File: src/rtl/vec_lookup_pkg.sv
package vec_lookup_pkg;
  typedef enum logic [1:0] {
    GK_TASK = 2'd0,
    GK_INT  = 2'd1,
    GK_TRAP = 2'd2,
    GK_NONE = 2'd3
  } gate_kind_e;

  typedef enum logic [2:0] {
    ST_IDLE, ST_A0, ST_D0, ST_A1, ST_D1, ST_FIN, ST_FLT
  } lk_state_e;
endpackage

File: src/rtl/vec_tbl_reg.sv
module vec_tbl_reg #(
  parameter int ADDR_W = 32,
  parameter int WORD_W = 16
) (
  input  logic              clk_i,
  input  logic              rst_ni,
  input  logic              wr_i,
  input  logic [WORD_W-1:0] word_i,
  output logic [ADDR_W-1:0] base_o,
  output logic [WORD_W-1:0] limit_o
);
  localparam int NB    = (ADDR_W + WORD_W - 1) / WORD_W;
  localparam int NW    = NB + 1;
  localparam int PTR_W = $clog2(NW);

  logic [PTR_W-1:0]       ptr_q;
  logic [NB*WORD_W-1:0]   base_q;
  logic [WORD_W-1:0]      limit_q;

  always_ff @(posedge clk_i or negedge rst_ni) begin
    if (!rst_ni) begin
      ptr_q   <= '0;
      base_q  <= '0;
      limit_q <= '0;
    end else if (wr_i) begin
      // word 0 is the limit, then base chunks low to high
      if (ptr_q == '0) limit_q <= word_i;
      for (int k = 0; k < NB; k++)
        if (ptr_q == PTR_W'(k + 1)) base_q[k*WORD_W +: WORD_W] <= word_i;
      ptr_q <= (ptr_q == PTR_W'(NW - 1)) ? '0 : ptr_q + PTR_W'(1);
    end
  end

  assign base_o  = base_q[ADDR_W-1:0];
  assign limit_o = limit_q;
endmodule

File: src/rtl/vec_addr_gen.sv
module vec_addr_gen #(
  parameter int ADDR_W = 32,
  parameter int VEC_W  = 8,
  parameter int LIM_W  = 16
) (
  input  logic [VEC_W-1:0]  vec_i,
  input  logic [ADDR_W-1:0] base_i,
  input  logic [LIM_W-1:0]  limit_i,
  output logic [ADDR_W-1:0] addr_o,
  output logic              fault_o
);
  localparam int DESC_SH = 3;
  localparam int OFF_W   = VEC_W + DESC_SH;

  logic [OFF_W-1:0] off;
  logic [LIM_W:0]   last_byte;

  assign off       = {vec_i, {DESC_SH{1'b0}}};
  assign last_byte = (LIM_W+1)'(off) + (LIM_W+1)'((1 << DESC_SH) - 1);
  assign fault_o   = last_byte > {1'b0, limit_i};
  assign addr_o    = base_i + ADDR_W'(off);
endmodule

File: src/rtl/vec_gate_decode.sv
module vec_gate_decode
  import vec_lookup_pkg::*;
(
  input  logic [31:0] w0_i,
  input  logic [31:0] w1_i,
  output logic [15:0] sel_o,
  output logic [31:0] off_o,
  output gate_kind_e  kind_o,
  output logic        bad_o
);
  assign sel_o = w0_i[31:16];
  assign off_o = {w1_i[31:16], w0_i[15:0]};

  always_comb begin
    bad_o = 1'b0;
    unique case (w1_i[11:8])
      4'h5:        kind_o = GK_TASK;
      4'h6, 4'hE:  kind_o = GK_INT;
      4'h7, 4'hF:  kind_o = GK_TRAP;
      default: begin
        kind_o = GK_NONE;
        bad_o  = 1'b1;
      end
    endcase
  end
endmodule

File: src/rtl/vec_gate_lookup.sv
module vec_gate_lookup
  import vec_lookup_pkg::*;
#(
  parameter int ADDR_W = 32,
  parameter int VEC_W  = 8
) (
  input  logic              clk_i,
  input  logic              rst_ni,
  input  logic              tbl_wr_i,
  input  logic [15:0]       tbl_word_i,
  input  logic              req_valid_i,
  input  logic [VEC_W-1:0]  req_vec_i,
  output logic              req_ready_o,
  output logic              mem_valid_o,
  output logic [ADDR_W-1:0] mem_addr_o,
  input  logic              mem_ready_i,
  input  logic              mem_rvalid_i,
  input  logic [31:0]       mem_rdata_i,
  output logic              done_o,
  output logic              type_err_o,
  output logic              fault_o,
  output logic [VEC_W-1:0]  fault_vec_o,
  output logic [15:0]       gate_sel_o,
  output logic [31:0]       gate_off_o,
  output logic [1:0]        gate_kind_o
);
  localparam int WORD_BYTES = 4;

  lk_state_e         state_q;
  logic [ADDR_W-1:0] tbl_base, gen_addr, addr_q;
  logic [15:0]       tbl_limit;
  logic              gen_fault, bad_type;
  logic [VEC_W-1:0]  vec_q;
  logic [31:0]       w0_q, w1_q;
  gate_kind_e        kind;

  vec_tbl_reg #(.ADDR_W(ADDR_W), .WORD_W(16)) u_tbl (
    .clk_i, .rst_ni, .wr_i(tbl_wr_i), .word_i(tbl_word_i),
    .base_o(tbl_base), .limit_o(tbl_limit)
  );

  vec_addr_gen #(.ADDR_W(ADDR_W), .VEC_W(VEC_W), .LIM_W(16)) u_addr (
    .vec_i(req_vec_i), .base_i(tbl_base), .limit_i(tbl_limit),
    .addr_o(gen_addr), .fault_o(gen_fault)
  );

  vec_gate_decode u_dec (
    .w0_i(w0_q), .w1_i(w1_q), .sel_o(gate_sel_o), .off_o(gate_off_o),
    .kind_o(kind), .bad_o(bad_type)
  );

  always_ff @(posedge clk_i or negedge rst_ni) begin
    if (!rst_ni) begin
      state_q <= ST_IDLE;
      addr_q  <= '0;
      vec_q   <= '0;
      w0_q    <= '0;
      w1_q    <= '0;
    end else begin
      unique case (state_q)
        ST_IDLE: if (req_valid_i) begin
          vec_q   <= req_vec_i;
          addr_q  <= gen_addr;
          state_q <= gen_fault ? ST_FLT : ST_A0;
        end
        ST_A0: if (mem_ready_i) state_q <= ST_D0;
        ST_D0: if (mem_rvalid_i) begin
          w0_q    <= mem_rdata_i;
          state_q <= ST_A1;
        end
        ST_A1: if (mem_ready_i) state_q <= ST_D1;
        ST_D1: if (mem_rvalid_i) begin
          w1_q    <= mem_rdata_i;
          state_q <= ST_FIN;
        end
        default: state_q <= ST_IDLE;
      endcase
    end
  end

  assign req_ready_o = state_q == ST_IDLE;
  assign mem_valid_o = (state_q == ST_A0) || (state_q == ST_A1);
  assign mem_addr_o  = (state_q == ST_A1) ? addr_q + ADDR_W'(WORD_BYTES) : addr_q;
  assign done_o      = (state_q == ST_FIN) && !bad_type;
  assign type_err_o  = (state_q == ST_FIN) && bad_type;
  assign fault_o     = state_q == ST_FLT;
  assign fault_vec_o = vec_q;
  assign gate_kind_o = kind;


  hs_hold_chk: assert property (@(posedge clk_i) disable iff (!rst_ni)
    mem_valid_o && !mem_ready_i |=> mem_valid_o && $stable(mem_addr_o));

  one_result_chk: assert property (@(posedge clk_i) disable iff (!rst_ni)
    $onehot0({done_o, type_err_o, fault_o}));

  fault_entry_chk: assert property (@(posedge clk_i) disable iff (!rst_ni)
    $rose(fault_o) |-> $past(req_valid_i && req_ready_o));

  fin_after_data_chk: assert property (@(posedge clk_i) disable iff (!rst_ni)
    $rose(done_o || type_err_o) |-> $past(mem_rvalid_i));
endmodule

File: config.mk
export PLATFORM = sky130hd
export DESIGN_NAME = vec_gate_lookup
export DESIGN_NICKNAME = d
export VERILOG_FILES = /design/src/rtl/vec_lookup_pkg.sv /design/src/rtl/vec_tbl_reg.sv /design/src/rtl/vec_addr_gen.sv /design/src/rtl/vec_gate_decode.sv /design/src/rtl/vec_gate_lookup.sv
export SDC_FILE = /design/constraint.sdc
export NUM_CORES = 1
export LEC_CHECK = 0
export BUFFER_PORTS_ARGS = -buffer_cell sky130_fd_sc_hd__buf_4
export CORE_MARGIN = 4
export CORE_UTILIZATION = 43
export DETAILED_ROUTE_END_ITERATION = 10
export GPL_TIMING_DRIVEN = 0
export HOLD_SLACK_MARGIN = 0.08
export PLACE_DENSITY_LB_ADDON = 0.12
export SETUP_SLACK_MARGIN = 0.3
export SLEW_MARGIN = 20
export SYNTH_ARGS = -nofsm -noshare
export SYNTH_HDL_FRONTEND = slang
export SYNTH_SLANG_ARGS = --single-unit
File: constraint.sdc
create_clock -name clk_i -period 6.6 [get_ports clk_i]
set_input_delay 1.32 -clock clk_i [delete_from_list [all_inputs] [get_ports clk_i]]
set_output_delay 1.32 -clock clk_i [all_outputs]
set_load 0.005 [all_outputs]
Word level (Yosys, flattened, before mapping)

Cells that the tools add are included.
W data, S select, Z words.

Order comparisons: 1
Equality and inequality tests: 18
Multiplexer cells: 11
Add/sub/neg operators: 4
Reductions and logical operators: 15

Operators with widths:

| operator                | count |
|---|---|
| $add A32 B11 Y32        | 1 |
| $add A32 B3 Y32 const B | 1 |
| $mux W32                | 1 |
| $mux W3                 | 6 |
| $gt A17 B16 Y1          | 1 |
| $pmux W3 S5             | 1 |
| $add A11 B3 Y12 const B | 1 |
| $eq A4 B3 Y1 const B    | 3 |
| $reduce_and A2 Y1       | 6 |
| $ne A2 B2 Y1 const B    | 5 |
| $eq A3 B3 Y1 const B    | 3 |
| $eq A4 B4 Y1 const B    | 2 |
| $eq A3 B2 Y1 const B    | 2 |
| $pmux W2 S3             | 1 |
| $reduce_and A5 Y1       | 1 |
| $reduce_or A5 Y1        | 1 |
| $reduce_or A2 Y1        | 2 |
| $eq A3 B1 Y1 const B    | 1 |
| $logic_not A3 Y1        | 1 |
| $add A2 B1 Y2 const B   | 1 |
| $eq A2 B1 Y1 const B    | 1 |
| $eq A2 B2 Y1 const B    | 1 |
| $logic_and A1 B1 Y1     | 2 |
| $logic_not A2 Y1        | 1 |
| other kinds (3)         | 3 |

Output and inout bits: 95
Word-level logic and storage cells: 58
Input port bits: 62
Register bits after elaboration: 157

Depth between registers and ports, before layout

Depth after elaboration: 5
Gate-level depth with buffers: 9
Depth with buffers taken out: 8

Cells and area by module

Synthesis repeated with hierarchy kept, for this count alone.

Cells, all modules: 637
Area, all modules: 8,096.5 µm²

Modules (own cells, without submodules):

| module          | sequential area each (µm²) | instances | area an instance (µm²) | cells an instance |
|---|---|---|---|---|
| vec_gate_lookup | 2,677.6                    | 1         | 4,753.3                | 335 |
| vec_tbl_reg     | 1,251.2                    | 1         | 1,883.1                | 108 |
| vec_addr_gen    | 0.0                        | 1         | 1,053.5                | 139 |
| vec_gate_decode | 0.0                        | 1         | 406.6                  | 55 |

Least setup slack after synthesis

Ideal clock, no wire load.

Kind: in2reg
From: in req_vec_i[0]
To: reg addr_q[31]
Path buffers: 1
Library setup time: 0.132 ns
Stages on the path: 9
Data required time: 6.468 ns
Arrival time: 2.966 ns
Path slack: 3.501 ns
Cell sequence: ha_1 > fa_1 > a211oi_1 > o21ai_1 > o21a_1 > buf_4 > nor3b_2 > xnor2_1 > o21ai_1

Longest elaborated chain between the ends: 1

RTL lines:

| what                   | line                  | source |
|---|---|---|
| start: declaration     | vec_gate_lookup.sv:12 | `input logic [VEC_W-1:0] req_vec_i,` |
| $add A32 B11 Y32       | vec_addr_gen.sv:21    | `assign addr_o = base_i + ADDR_W'(off);` |
| end signal: assignment | vec_gate_lookup.sv:63 | `addr_q <= gen_addr;` |
| end: declaration       | vec_gate_lookup.sv:30 | `logic [ADDR_W-1:0] tbl_base, gen_addr, addr_q;` |

No other way between the ends.
A chain may end at the register's enable or synchronous reset.

Worst setup path in the final report

From: reg state_q[2]
To: out mem_addr_o[29]

Longest elaborated chain between the ends: 2

RTL lines:

| what                     | line                  | source |
|---|---|---|
| start: declaration       | vec_gate_lookup.sv:29 | `lk_state_e state_q;` |
| start signal: assignment | vec_gate_lookup.sv:64 | `state_q <= gen_fault ? ST_FLT : ST_A0;` |
| $eq A3 B2 Y1             | vec_gate_lookup.sv:83 | `assign mem_addr_o = (state_q == ST_A1) ? addr_q + ADDR_W'(WORD_BYTES) : addr_q;` |
| $mux W32                 | vec_gate_lookup.sv:83 |  |
| end: declaration         | vec_gate_lookup.sv:15 | `output logic [ADDR_W-1:0] mem_addr_o,` |

No other way between the ends.

==> metrics.md <==
| Metric | Value |
|---|---|
| Outcome | `completed` |
| CP required | `5.28 ns` |
| Skew final | `0.00537 ns` |
| Worst path slowest cell | `dfrtp_1` |
| Overall Global Routing Usage | `18.8%` |
| Clk_lat worst skew | `0.42 ns` |
| Syn_nets | `687` |
| CP Capture Type | `output port` |
| First-pass GRT wire length | `27200 um` |
| Clk sinks | `145` |
| Worst Tran Pin Value | `0.776 ns` |
| Nets@finish | `863` |
| Largest driver fanout on the critical path | `7` |
| # Post-CTS Setup Buffers | `0` |
| Largest net degree at the start of global routing | `93` |
| Switch Pwr | `1.46 mW` |
| Unrepaired setup endpoints after global routing | `false` |
| Number of global-route vias before repair | `5373` |
| H-tree depth | `4` |
| CTS tree | `yes` |
| CORE AREA | `16100 um2` |
| Antenna violations before repair | `0` |
| Worst Path Class, Setup | `flip-flop to output port` |
| Final setup violation count | `0` |
| Starting Density | `44.3%` |
| Post-synth EDFFs | `0` |
| Critical Path Start Type | `flip-flop` |
| Largest delay share family, worst path | `simple AND/OR/NAND/NOR gates` |
| DR pass1 iterations | `4` |
| Worst slew margin | `47.8%` |
| CP arrival | `2.30 ns` |
| Share of synthesized registers carrying an async set or reset | `100%` |
| CTS buffer count | `17` |
| Root buffer cell | `clkbuf_16` |
| Global placement routability congestion | `0.796` |
| Fmax achieved | `0.276 GHz` |
| Detail Placement HPWL | `12900 um` |
| Drc violations | `0` |
| Via density | `5.00` |
| Mapped cell area | `7120 um2` |
| CP peak stage delay | `0.40 ns` |
| Lkg Pwr | `4.22 nW` |
| Layout cells sized above 1 | `42.5%` |
| N_diodes | `0` |
| Hold_buf cts | `0` |
| DR vias | `5056` |
| Cts repair resizes | `0` |
| CP Cell Sequence | `and3b_1 -> buf_4 -> and3_4 -> and3_4 -> and3_1 -> buf_6 -> nand3_1 -> xnor2_1 -> buf_4` |
| Cell count after synthesis | `607` |
| Peak VDD IR | `0.243 mV` |
| Total gr overflow | `0` |
| Sw Ratio | `32.5%` |
| Pwr/cell area | `485 nW/um2` |
| Fin crit period | `3.62 ns` |
| # rows | `46` |
| Fin Hold WS | `0.502 ns` |
| Clk pwr share | `23.3%` |
| Util after Layout | `57.5%` |
| Max-Cap Viols | `0` |
| Internal Power | `3.03 mW` |
| Number of DRC markers in iteration 0 | `154` |
| Clk slew on worst S/H paths | `0.06 ns` |
| Die ar. | `18700 um2` |
| Final Hold Viols | `0` |
| Die width | `137 um` |
| Final slew viol count | `0` |
| IO buf count | `156` |
| Yosys warns | `0` |
| Wirelength, routed | `16500 um` |
| Final ANT Viol Nets | `0` |
| Average cell area after synthesis | `11.7 um2` |
| Drt wl/cell | `16.3 um` |
| Crit share post-route | `54.9%` |
| Area grow syn2layout | `29.8%` |
| WP buf/inv | `3` |
| HP Class | `flip-flop to flip-flop` |
| Seq/Total Area, Yosys | `51.0%` |
| FF+latch count, synth | `145` |
| Io pins | `157` |
| Netlist cell types | `47` |
| Setup_tns | `0 ns` |
| Die H | `137 um` |
| Sequential power share | `37.2%` |
| Top FF cell, synth | `dfrtp_1` |
| Comb pwr share | `39.5%` |
| Clk buf depth | `2` |
| Fin cells | `1012` |
| Cells after DPL | `980` |
-- power by group through the flow --
stage,registers (mW),logic (mW),clock network [mW]
after floorplan,1.61,1.08,0
after global placement,1.65,1.74,0
after detailed placement,1.68,1.80,0
after CTS,1.67,1.81,1.06
after global routing,1.73,1.97,1.11
final,1.67,1.77,1.04
-- flip-flops by register name (all words and copies together) (netlist names) --
name and flops:
u_tbl.ptr_q 2, w1_q 20, state_q 3, w0_q 32
u_tbl.base_o 32, fault_vec_o 8, u_tbl.limit_o 16, addr_q 32
-- metrics by stage --
step	cell area, um2	worst slack, ns	power, mW
3_3_place_gp	8560	3.17	3.39
5_1_grt	9240	2.84	4.81
4_1_cts	9240	2.94	4.54
6_report	9240	2.98	4.48
2_1_floorplan	7120	3.50	2.68
3_5_place_dp	8600	3.16	3.48
-- per-layer routing --
| layer | vias up | wire (um) | global-route usage, % |
|---|---|---|---|
| li1 | 2466 | - | - |
| met4 | 0 | 228 | 5.94 |
| met5 | - | 0 | 0 |
| met2 | 130 | 8330 | 32.1 |
| met1 | 2443 | 6670 | 21.9 |
| met3 | 17 | 1310 | 7.24 |
-- worst paths after layout --
| path | start | endpoint | slack, ns | cells after the start |
|---|---|---|---|---|
| worst max-delay path | state_q[2]$_DFFE_PN0P_ | mem_addr_o[29] | 2.98 | 9 |
| max in group asynchronous | rst_ni | addr_q[13]$_DFFE_PN0P_ | 5.02 | 2 |
| worst min register to register | fault_vec_o[0]$_DFFE_PN0P_ | fault_vec_o[0]$_DFFE_PN0P_ | 0.50 | 2 |
| worst max register to register | u_tbl.base_o[3]$_DFFE_PN0P_ | addr_q[23]$_DFFE_PN0P_ | 4.22 | 9 |
| min in group asynchronous | rst_ni | w0_q[6]$_DFFE_PN0P_ | 0.89 | 1 |
| worst min-delay path | fault_vec_o[0]$_DFFE_PN0P_ | fault_vec_o[0]$_DFFE_PN0P_ | 0.50 | 2 |
-- cells in the final DEF, fill, tap and decap left out, types with 4 or more instances in the layout --
cell / instances
inv_1: 15
clkbuf_16: 17
xor2_1: 14
buf_4: 175
bufinv_16: 5
nand2_1: 60
mux2_2: 106
nand3_1: 24
clkbuf_1: 11
buf_2: 12
a21o_1: 6
nand4_1: 8
dfrtp_1: 145
o21ai_1: 11
a21oi_1: 8
and3_1: 11
nor2b_1: 4
and4_1: 6
xnor2_1: 42
o21ai_0: 30
nor2_1: 14
nor3_1: 8
ha_1: 17
-- synthesized netlist by cell type (all sizes together) (9+ instances only) --
| master | instances | area share, % |
|---|---|---|
| dfrtp | 145 | 51 |
| mux2 | 106 | 17 |
| nand2 | 60 | 3.2 |
| o21ai | 42 | 3.0 |
| xnor2 | 42 | 5.2 |
| buf | 33 | 3.1 |
| nand3 | 25 | 1.9 |
| ha | 17 | 3.0 |
| inv | 15 | 0.79 |
| nor2 | 14 | 0.74 |
| xor2 | 14 | 1.7 |
| and3 | 13 | 1.3 |
| clkbuf | 10 | 0.54 |
| nor3 | 10 | 0.93 |
| nand4 | 9 | 1.0 |
-- tightest hold or removal path: stages (launching register included) --
cell and delay (ns):
dfrtp_1 0.35, nand2_1 0.05, o21ai_0 0.06
-- layout make-up --
cell class                 count  area, um2
sequential                   145       3630
tap                          216        270
clock inverter                13        209
inverter                      15       56.3
multi-input combinational    404       3170
clock buffer                  19        433
timing repair buffer         157       1210
fill                        1377       6820
buffer                        43        260
-- cells by family after synthesis --
| group | Yosys count | synth area share, % |
|---|---|---|
| AO/OA/AOI/OAI | 74 | 6.40 |
| XOR/XNOR | 56 | 6.89 |
| adder cells (fa/ha/maj) | 18 | 3.27 |
| buffers and inverters | 58 | 4.45 |
| flip-flops | 145 | 51.0 |
| multiplexers | 106 | 16.8 |
| AND/OR/NAND/NOR | 150 | 11.3 |
Power figures use the tool's default switching activity.
